### src/rtl/bis_pkg.sv
package bis_pkg;
  localparam int NUM_UNITS = 5;
  localparam int UNIT_W    = 3;

  typedef logic [UNIT_W-1:0] unit_t;

  localparam unit_t U_ADDR   = 3'd0;
  localparam unit_t U_BRANCH = 3'd1;
  localparam unit_t U_BLANE  = 3'd2;
  localparam unit_t U_DLANE  = 3'd3;
  localparam unit_t U_SCALAR = 3'd4;

  // Class lookup on the top nibble; anything unlisted lands on the branch unit.
  function automatic unit_t unit_of(input logic [3:0] nib);
    unit_t u;
    case (nib)
      4'h4, 4'h5: u = U_ADDR;
      4'h6, 4'h7: u = U_SCALAR;
      4'hB:       u = U_BLANE;
      4'hD:       u = U_DLANE;
      default:    u = U_BRANCH;
    endcase
    return u;
  endfunction
endpackage

### src/rtl/bis_hold.sv
module bis_hold #(
  parameter int WORD_W = 32,
  parameter int ADDR_W = 16,
  parameter int SLOTS  = 4
) (
  input  logic                    clk,
  input  logic                    rst,
  input  logic                    load,
  input  logic                    flush,
  input  logic [SLOTS*WORD_W-1:0] in_words,
  input  logic [ADDR_W-1:0]       in_addr,
  input  logic [SLOTS-1:0]        grant,
  output logic [SLOTS*WORD_W-1:0] words,
  output logic [ADDR_W-1:0]       addr,
  output logic [SLOTS-1:0]        pend
);
  // Word and address storage carry no reset; only the pending mask does.
  always_ff @(posedge clk) begin
    if (load) begin
      words <= in_words;
      addr  <= in_addr;
    end
  end

  always_ff @(posedge clk) begin
    if (rst || flush) pend <= '0;
    else if (load)    pend <= '1;
    else              pend <= pend & ~grant;
  end
endmodule

### src/rtl/bis_classify.sv
module bis_classify #(
  parameter int WORD_W = 32,
  parameter int SLOTS  = 4
) (
  input  logic [SLOTS*WORD_W-1:0]         words,
  output logic [SLOTS*bis_pkg::UNIT_W-1:0] units
);
  localparam int UW = bis_pkg::UNIT_W;
  for (genvar s = 0; s < SLOTS; s++) begin : g_slot
    assign units[s*UW +: UW] = bis_pkg::unit_of(words[s*WORD_W + WORD_W-4 +: 4]);
  end
endmodule

### src/rtl/bis_select.sv
module bis_select #(
  parameter int SLOTS = 4
) (
  input  logic [SLOTS-1:0]                 pend,
  input  logic [SLOTS*bis_pkg::UNIT_W-1:0] units,
  input  logic [bis_pkg::NUM_UNITS-1:0]    busy,
  input  logic                             redirect,
  output logic [SLOTS-1:0]                 grant,
  output logic                             drained
);
  localparam int UW = bis_pkg::UNIT_W;
  localparam int NU = bis_pkg::NUM_UNITS;

  logic [NU-1:0] claimed;
  logic          blocked;
  bis_pkg::unit_t u;

  // In-order grant chain: the first conflict closes the cycle.
  always_comb begin
    claimed = '0;
    blocked = 1'b0;
    grant   = '0;
    u       = '0;
    for (int s = 0; s < SLOTS; s++) begin
      u = units[s*UW +: UW];
      if (pend[s] && !blocked) begin
        if (busy[u] || claimed[u]) begin
          blocked = 1'b1;
        end else begin
          grant[s]   = 1'b1;
          claimed[u] = 1'b1;
        end
      end
    end
    if (redirect) grant = '0;
  end

  assign drained = !redirect && ((pend & ~grant) == '0);
endmodule

### src/rtl/bis_lanes.sv
module bis_lanes #(
  parameter int WORD_W = 32,
  parameter int ADDR_W = 16,
  parameter int SLOTS  = 4,
  localparam int SLOT_W = $clog2(SLOTS),
  localparam int IDX_W  = ADDR_W + SLOT_W
) (
  input  logic                                   clk,
  input  logic                                   rst,
  input  logic [SLOTS-1:0]                       grant,
  input  logic [SLOTS*bis_pkg::UNIT_W-1:0]       units,
  input  logic [SLOTS*WORD_W-1:0]                words,
  input  logic [ADDR_W-1:0]                      addr,
  output logic [bis_pkg::NUM_UNITS-1:0]          lane_valid,
  output logic [bis_pkg::NUM_UNITS*WORD_W-1:0]   lane_word,
  output logic [bis_pkg::NUM_UNITS*IDX_W-1:0]    lane_index
);
  localparam int UW = bis_pkg::UNIT_W;

  for (genvar g = 0; g < bis_pkg::NUM_UNITS; g++) begin : g_lane
    logic              hit;
    logic [WORD_W-1:0] w_d;
    logic [IDX_W-1:0]  i_d;

    // At most one granted slot targets a given unit in a cycle.
    always_comb begin
      hit = 1'b0;
      w_d = '0;
      i_d = '0;
      for (int s = 0; s < SLOTS; s++) begin
        if (grant[s] && units[s*UW +: UW] == UW'(g)) begin
          hit = 1'b1;
          w_d = words[s*WORD_W +: WORD_W];
          i_d = {addr, SLOT_W'(s)};
        end
      end
    end

    always_ff @(posedge clk) begin
      if (rst) lane_valid[g] <= 1'b0;
      else     lane_valid[g] <= hit;
      if (hit) begin
        lane_word[g*WORD_W +: WORD_W] <= w_d;
        lane_index[g*IDX_W +: IDX_W]  <= i_d;
      end
    end
  end
endmodule

### src/rtl/bundle_issuer.sv
module bundle_issuer #(
  parameter int WORD_W = 32,
  parameter int ADDR_W = 16,
  parameter int SLOTS  = 4,
  localparam int SLOT_W = $clog2(SLOTS),
  localparam int IDX_W  = ADDR_W + SLOT_W,
  localparam int NU     = bis_pkg::NUM_UNITS
) (
  input  logic                    clk,
  input  logic                    rst,
  input  logic                    fetch_valid,
  input  logic [SLOTS*WORD_W-1:0] fetch_words,
  input  logic [ADDR_W-1:0]       fetch_addr,
  output logic                    fetch_ready,
  input  logic                    redirect,
  input  logic [NU-1:0]           unit_busy,
  output logic [NU-1:0]           issue_valid,
  output logic [NU*WORD_W-1:0]    issue_word,
  output logic [NU*IDX_W-1:0]     issue_index
);
  logic [SLOTS*WORD_W-1:0]          hold_words;
  logic [ADDR_W-1:0]                hold_addr;
  logic [SLOTS-1:0]                 pend;
  logic [SLOTS-1:0]                 grant;
  logic [SLOTS*bis_pkg::UNIT_W-1:0] units;
  logic                             drained;
  logic                             load;

  assign fetch_ready = drained;
  assign load        = fetch_valid && drained;

  bis_hold #(.WORD_W(WORD_W), .ADDR_W(ADDR_W), .SLOTS(SLOTS)) u_hold (
    .clk(clk), .rst(rst), .load(load), .flush(redirect),
    .in_words(fetch_words), .in_addr(fetch_addr), .grant(grant),
    .words(hold_words), .addr(hold_addr), .pend(pend)
  );

  bis_classify #(.WORD_W(WORD_W), .SLOTS(SLOTS)) u_cls (
    .words(hold_words), .units(units)
  );

  bis_select #(.SLOTS(SLOTS)) u_sel (
    .pend(pend), .units(units), .busy(unit_busy), .redirect(redirect),
    .grant(grant), .drained(drained)
  );

  bis_lanes #(.WORD_W(WORD_W), .ADDR_W(ADDR_W), .SLOTS(SLOTS)) u_lanes (
    .clk(clk), .rst(rst), .grant(grant), .units(units),
    .words(hold_words), .addr(hold_addr),
    .lane_valid(issue_valid), .lane_word(issue_word), .lane_index(issue_index)
  );
endmodule

### config.mk
export PLATFORM = sky130hd
export DESIGN_NAME = bundle_issuer
export DESIGN_NICKNAME = d
export VERILOG_FILES = /design/src/rtl/bis_pkg.sv /design/src/rtl/bis_hold.sv /design/src/rtl/bis_classify.sv /design/src/rtl/bis_select.sv /design/src/rtl/bis_lanes.sv /design/src/rtl/bundle_issuer.sv
export SDC_FILE = /design/constraint.sdc
export NUM_CORES = 1
export LEC_CHECK = 0
export BUFFER_PORTS_ARGS = -buffer_cell sky130_fd_sc_hd__buf_2
export CORE_ASPECT_RATIO = 0.8
export CORE_MARGIN = 2
export CORE_UTILIZATION = 27
export CTS_CLUSTER_DIAMETER = 200
export DETAILED_ROUTE_END_ITERATION = 16
export PLACE_DENSITY = 0.52
export SYNTH_ARGS = -nofsm -noshare
export SYNTH_HDL_FRONTEND = slang
export SYNTH_HIERARCHICAL = 1
export SYNTH_SLANG_ARGS = --single-unit
### constraint.sdc
create_clock -name clk -period 17.7 [get_ports clk]
set_input_delay 2.655 -clock clk [delete_from_list [all_inputs] [get_ports clk]]
set_output_delay 2.655 -clock clk [all_outputs]
set_load 0.03 [all_outputs]
# After elaboration in Yosys (flattened, before gate mapping)
# Memory sizes are Yosys's and may differ from the RTL's.
# Cells that the tools add are included.
[op_classes]
muxes = 107
n_eq_ne = 40
n_reduce_logical = 55
bitwise = 4
magnitude_cmp = 7
[op_table]
columns = ["op", "n"]
rows = [
  ["$mux W32", 20],
  ["$mux W18", 20],
  ["$eq A4 B3 Y1 const B", 16],
  ["$pmux W3 S4", 4],
  ["$mux W1", 45],
  ["$eq A4 B4 Y1 const B", 8],
  ["$mux W5", 6],
  ["$logic_and A1 B1 Y1", 28],
  ["$reduce_or A2 Y1", 13],
  ["$eq A3 B2 Y1 const B", 8],
  ["$bmux W1 S3", 7],
  ["$lt A3 B4 Y1 const B", 4],
  ["$eq A3 B1 Y1 const B", 4],
  ["$eq A3 B3 Y1 const B", 4],
  ["$logic_not A3 Y1", 4],
  ["$or A5 B5 Y5", 2],
  ["$demux W1 S3", 3],
  ["$ge A3 B1 Y1 const B", 3],
  ["$mux W4", 2],
  ["$logic_or A1 B1 Y1", 5],
  ["$and A4 B4 Y4", 1],
  ["$logic_not A1 Y1", 4],
  ["$logic_not A4 Y1", 1],
  ["$not A4 Y4", 1],
]
[totals]
wordCells = 242
romBits = 8
register_bits = 403
out_inout_bits = 256
mem_count = 1
in_bits = 153
[mem_list]
columns = ["name", "depth", "word_bits", "rd", "rd_ports_with_merged_regs", "write_ports", "line", "source"]
rows = [
  ["(no name shown)", 8, 1, 1, 0, 0, "bis_select.sv:27", "if (busy[u] || claimed[u]) begin"],
]

# Longest topological paths before layout
[depth]
ltp_word = 31
ltp_mapped = 17
mapped_depth_nobuf = 14

# Hierarchy
# The synthesis kept the hierarchy.
[by_module_without_submodules]
columns = ["module", "instances", "cells_each", "area_each_um2", "seq_area_each_um2"]
rows = [
  ["bis_lanes", 1, 1106, 12688.4, 7607.3],
  ["bis_hold", 1, 158, 4461.8, 4404.2],
  ["bis_select", 1, 101, 704.4, 0.0],
  ["bis_classify", 1, 24, 161.4, 0.0],
  ["bundle_issuer", 1, 1, 6.3, 0.0],
]

# Worst setup path after synthesis
# No wires, ideal clock.
[synth_path]
path_type = "input -> register"
from = "in unit_busy[4]"
to = "reg u_hold.pend[0]"
cell_stages = 11
arrival_time_ps = 8763
path_buffers = 0
setup_slack_ps = 8857
setup_ps = 80
path_cell_list = "mux2i_1 -> o2bb2ai_1 -> o311ai_4 -> nand3_4 -> o21ai_1 -> nor3b_1 -> nor2b_1 -> o32ai_1 -> and2_1 -> inv_1 -> a21oi_1"
[synth_between]
elab_chain_len = 27
[synth_lines]
columns = ["element", "line", "source"]
rows = [
  ["start, declared", "bundle_issuer.sv:16", "input logic [NU-1:0] unit_busy,"],
  ["$bmux W1 S3", "bis_select.sv:27", ""],
  ["$mux W1 (implied by the code)", "bis_select.sv:27", ""],
  ["$logic_or A1 B1 Y1", "bis_select.sv:27", ""],
  ["$mux W5", "bis_select.sv:27", ""],
  ["$mux W5", "bis_select.sv:26", "if (pend[s] && !blocked) begin"],
  ["$bmux W1 S3", "bis_select.sv:27", ""],
  ["$mux W1 (implied by the code)", "bis_select.sv:27", ""],
  ["$logic_or A1 B1 Y1", "bis_select.sv:27", ""],
  ["[... 13 more ...]", "--", ""],
  ["$not A4 Y4 (*)", "bis_select.sv:38", "assign drained = !redirect && ((pend & ~grant) == '0);"],
  ["$and A4 B4 Y4 (*)", "bis_select.sv:38", ""],
  ["$logic_not A4 Y1 (*)", "bis_select.sv:38", ""],
  ["$logic_and A1 B1 Y1 (*)", "bis_select.sv:38", ""],
  ["named net fetch_ready", "bundle_issuer.sv:14", "output logic fetch_ready,"],
  ["$logic_and A1 B1 Y1 (*)", "bundle_issuer.sv:30", "assign load = fetch_valid && drained;"],
  ["named net load", "bundle_issuer.sv:27", "logic load;"],
  ["$mux W4 (*)", "bis_hold.sv:27", "else if (load) pend <= '1;"],
  ["end signal, assigned", "bis_hold.sv:28", "else pend <= pend & ~grant;"],
  ["end, declared", "bis_hold.sv:15", "output logic [SLOTS-1:0] pend"],
]
# Mark *: on every way through the listed nets, which the timed path passes. The rest lies on a longest branch. The select of a mux whose other input is x is not followed.
# A chain may end at the register's enable or synchronous reset.

# Worst setup path in the final report
[layout_path]
from = "in unit_busy[4]"
to = "out fetch_ready"
[layout_between]
elab_chain_len = 25
[layout_lines]
columns = ["element", "line", "source"]
rows = [
  ["$bmux W1 S3", "bis_select.sv:27", ""],
  ["$mux W1 (implied by the code)", "bis_select.sv:27", ""],
  ["$logic_or A1 B1 Y1", "bis_select.sv:27", ""],
  ["$mux W5", "bis_select.sv:27", ""],
  ["$mux W5", "bis_select.sv:26", ""],
  ["$bmux W1 S3", "bis_select.sv:27", ""],
  ["$mux W1 (implied by the code)", "bis_select.sv:27", ""],
  ["$logic_or A1 B1 Y1", "bis_select.sv:27", ""],
  ["[... 9 more ...]", "--", ""],
  ["$logic_or A1 B1 Y1", "bis_select.sv:27", ""],
  ["$mux W1", "bis_select.sv:27", ""],
  ["$mux W1", "bis_select.sv:26", ""],
  ["$mux W4 (*)", "bis_select.sv:35", "if (redirect) grant = '0;"],
  ["$not A4 Y4 (*)", "bis_select.sv:38", ""],
  ["$and A4 B4 Y4 (*)", "bis_select.sv:38", ""],
  ["$logic_not A4 Y1 (*)", "bis_select.sv:38", ""],
  ["$logic_and A1 B1 Y1 (*)", "bis_select.sv:38", ""],
  ["end, declared", "bundle_issuer.sv:14", ""],
]
# Mark *: on every way between the ends. The rest lies on a longest branch, timed or not. The select of a mux whose other input is x is not followed.

==> results.tsv <==
metric	value	unit
Critical Path RT	15.05	ns
CTS tree	built	
DRT Pass-1 Iters	8	
Final Wtd Congestion	0.827	
PwrDens	95.6	nW/um^2
slowest cell delay on critical path	0.55	ns
Avg Cell Area, Syn	13.0	sq um
Setup WS pre-CTS	9.86	ns
core area	65900	sq um
FILL cells	6542	
clk_lat worst skew	0.57	ns
Area contributors post-synth	edfxtp_1, a221oi_1, o21ai_0	
Pins Over Slew Limit	0	
YS warnings	6	
Area growth syn-to-layout	24.5	%
Routed Antenna Nets	0	
Vias/cell	5.51	
gr usage total	20.7	%
R2R cell count	15	
final setup fails	0	
Worst VDD drop	0.0607	mV
leading area contributor after synthesis	edfxtp_1	
Hold Path Stages	2	
critical path launch point type	input pin	
hold buffer count at cts	0	
DR vias	14600	
period utilization	42.8	%
Clk network pwr share	42.9	%
Lkg Pwr	6.98	nW
post-CTS setup buffers	0	
Port Buffers	408	
worst setup path category	in2out	
Setup WS post-layout	10.12	ns
Comb pwr share	5.3	%
initial antenna violation count	4	
RSZ-0062 raised after global routing	no	
clock tree buffer depth	3	
Post-route DRC	0	
register area share after synthesis	66.6	%
M1 WL	30100	um
CP Cell Sequence	buf_2, mux2i_1, o2bb2ai_1, o311ai_4, nand3_4, o21ai_1, nor3b_1, nor2b_1, o32ai_1, buf_2	
clock sink total	403	
CTS Buf Count	44	
Clock Skew	0.0133	ns
flop2flop setup slack	11.06	ns
Post-synth EDFFs	394	
Row Count	84	
max_slew headroom	9.41	%
Design Power	2.15	mW
CP max stage cell	o32ai_1	
DR top layer	met5	
Synth Register Bits	403	
global-route wire length before repair	104000	um
Top FF cell, synth	edfxtp_1	
FMAX	0.132	GHz
CTS resizes	0	
Psw	506	uW
Tmin final	7.58	ns
# H-tree levels	2	
Yosys cell types	68	
total negative slack	0	ns
Slew @ Worst Pin	1.36	ns
Die ar.	68800	sq um
Final Util	34.1	%
WL per Instance	27.8	um
GRT overflow	0	
Final HPWL DP	48100	um
most frequent CP cell	buf_2	
status	complete, no violations	
share of layout cells above drive strength 1	31.8	%
routed wl met2	33900	um
vias in the first global route	14100	
Worst-path clk slew	0.06	ns
met3 WL	7990	um
largest net degree at the start of global routing	71	
synthesized net count	1543	
ys async rst share	0	%
endpoints failing hold	0	
endpoint class of the critical path	primary output	
clock root cell	clkbuf_16	
initial drt markers	1989	
cells after synthesis	1390	
critical path arrival	4.92	ns
Sequential Power Share	51.7	%
I/O Pins	409	
Initial Utilization	27.3	%
DIE WIDTH	293	um
top cell type's share of synthesized area	65.6	%
hold crit path type	reg2reg	
# nets final	1917	
critical path peak fanout	8	
Synth Cell Area	18000	sq um
Power Internal	1.64	mW
Die H	235	um
Max-Cap Viols	0	
sw frac	23.6	%
DRT Wirelength	73900	um
==> area by class of cell <==
cell class / instances / area, sq um / area share (%)
Sequential cell: 403 / 12000 / 53.5
Multi-Input combinational cell: 860 / 5600 / 25.0
Timing Repair Buffer: 441 / 2290 / 10.2
Clock buffer: 52 / 1150 / 5.14
Tap cell: 860 / 1080 / 4.80
Clock inverter: 25 / 246 / 1.10
Inverter: 14 / 57.6 / 0.256
Antenna cell: 1 / 2.50 / 0.0112
==> metrics by stage <==
stage	area, sq um	instances	hold slack [ns]
after detailed placement	21000	2578	0.492
after global placement	21000	2578	0.477
final	22400	2656	0.504
after CTS	22400	2655	0.501
after global routing	22400	2655	0.524
after floorplan	18000	1390	0.451
==> worst paths after layout <==
kind                    startpoint                      to
setup / recovery      unit_busy[4]             fetch_ready
hold reg to reg     u_hold/pend[2]          u_hold/pend[2]
hold / removal      u_hold/pend[2]          u_hold/pend[2]
setup reg to reg  u_hold/words[63]  u_lanes/lane_word[135]
==> metal layers <==
layer | vias to the layer above | track usage [%]
li1 | 6216 | -
met1 | 7169 | 28.1
met2 | 1085 | 33.3
met3 | 168 | 4.98
met4 | 8 | 5.14
met5 | - | 0
==> cells in the mapped netlist, drive strengths merged (4+ instances only) <==
cell type  count
o21ai        142
mux2i         18
xor2           7
and4b          5
o221a         16
nor3b          8
nor4bb         5
nand4b         6
inv           14
o31ai         18
a221oi       113
nor2          66
edfxtp       394
buf           52
nand3          4
and3          10
nand2b         7
a221o         16
and2          18
clkbuf        61
a21oi         88
a31oi         19
nor3          12
nor2b         75
nand2        133
dfxtp          9
a22oi         32
==> cells in the final DEF, fill, tap and decap left out, drive strengths merged, types with 4 or more instances in the layout <==
cell type and count:
o31ai 18, inv 12, edfxtp 394, nor2 66, bufinv 4, o221a 16, a22oi 32, xor2 7
nor3 12, dfxtp 9, nand2b 7, nor2b 75, and2 18, and4b 5, and3 10, nor4bb 5
nand2 133, o21ai 142, a221o 16, mux2i 18, nand4b 6, clkbuf 52, a31oi 19, a21oi 88
a221oi 113, clkinv 20, nand3 4, buf 441, nor3b 8
==> worst max-delay path: cells and delay by family <==
kind | cells | cell delay (ns)
AOI/OAI and AO/OA | 4 | 1.28
buffers and inverters | 2 | 0.45
and+or+nand+nor | 3 | 0.40
muxes | 1 | 0.14
==> cell families (layout without fill, tap and decap cells) <==
group                  after synthesis  count (layout)  synth area share, %
AND/OR/NAND/NOR                    375             375                 11.5
XOR/XNOR                             8               8                0.389
AO/OA/AOI/OAI                      458             458                 17.3
multiplexers                        19              19                 1.12
flip-flops                         403             403                 66.6
other                                0               1                    0
buffers and inverters              127             532                 3.08
==> power groups by stage <==
stage	Combinational, mW	Clock [mW]	Sequential [mW]
after floorplan	0.0423	0	1.14
after detailed placement	0.115	0	1.13
after CTS	0.116	0.937	1.11
after global routing	0.123	0.973	1.11
after global placement	0.115	0	1.13
final	0.115	0.921	1.11
==> registers in the layout, summed over array words and instances, names as in the netlist <==
register            flops
u_hold/pend             4
u_lanes/lane_valid      5
u_hold/addr            16
u_lanes/lane_word     160
u_hold/words          128
u_lanes/lane_index     90
(Power assumes the default switching activity.)
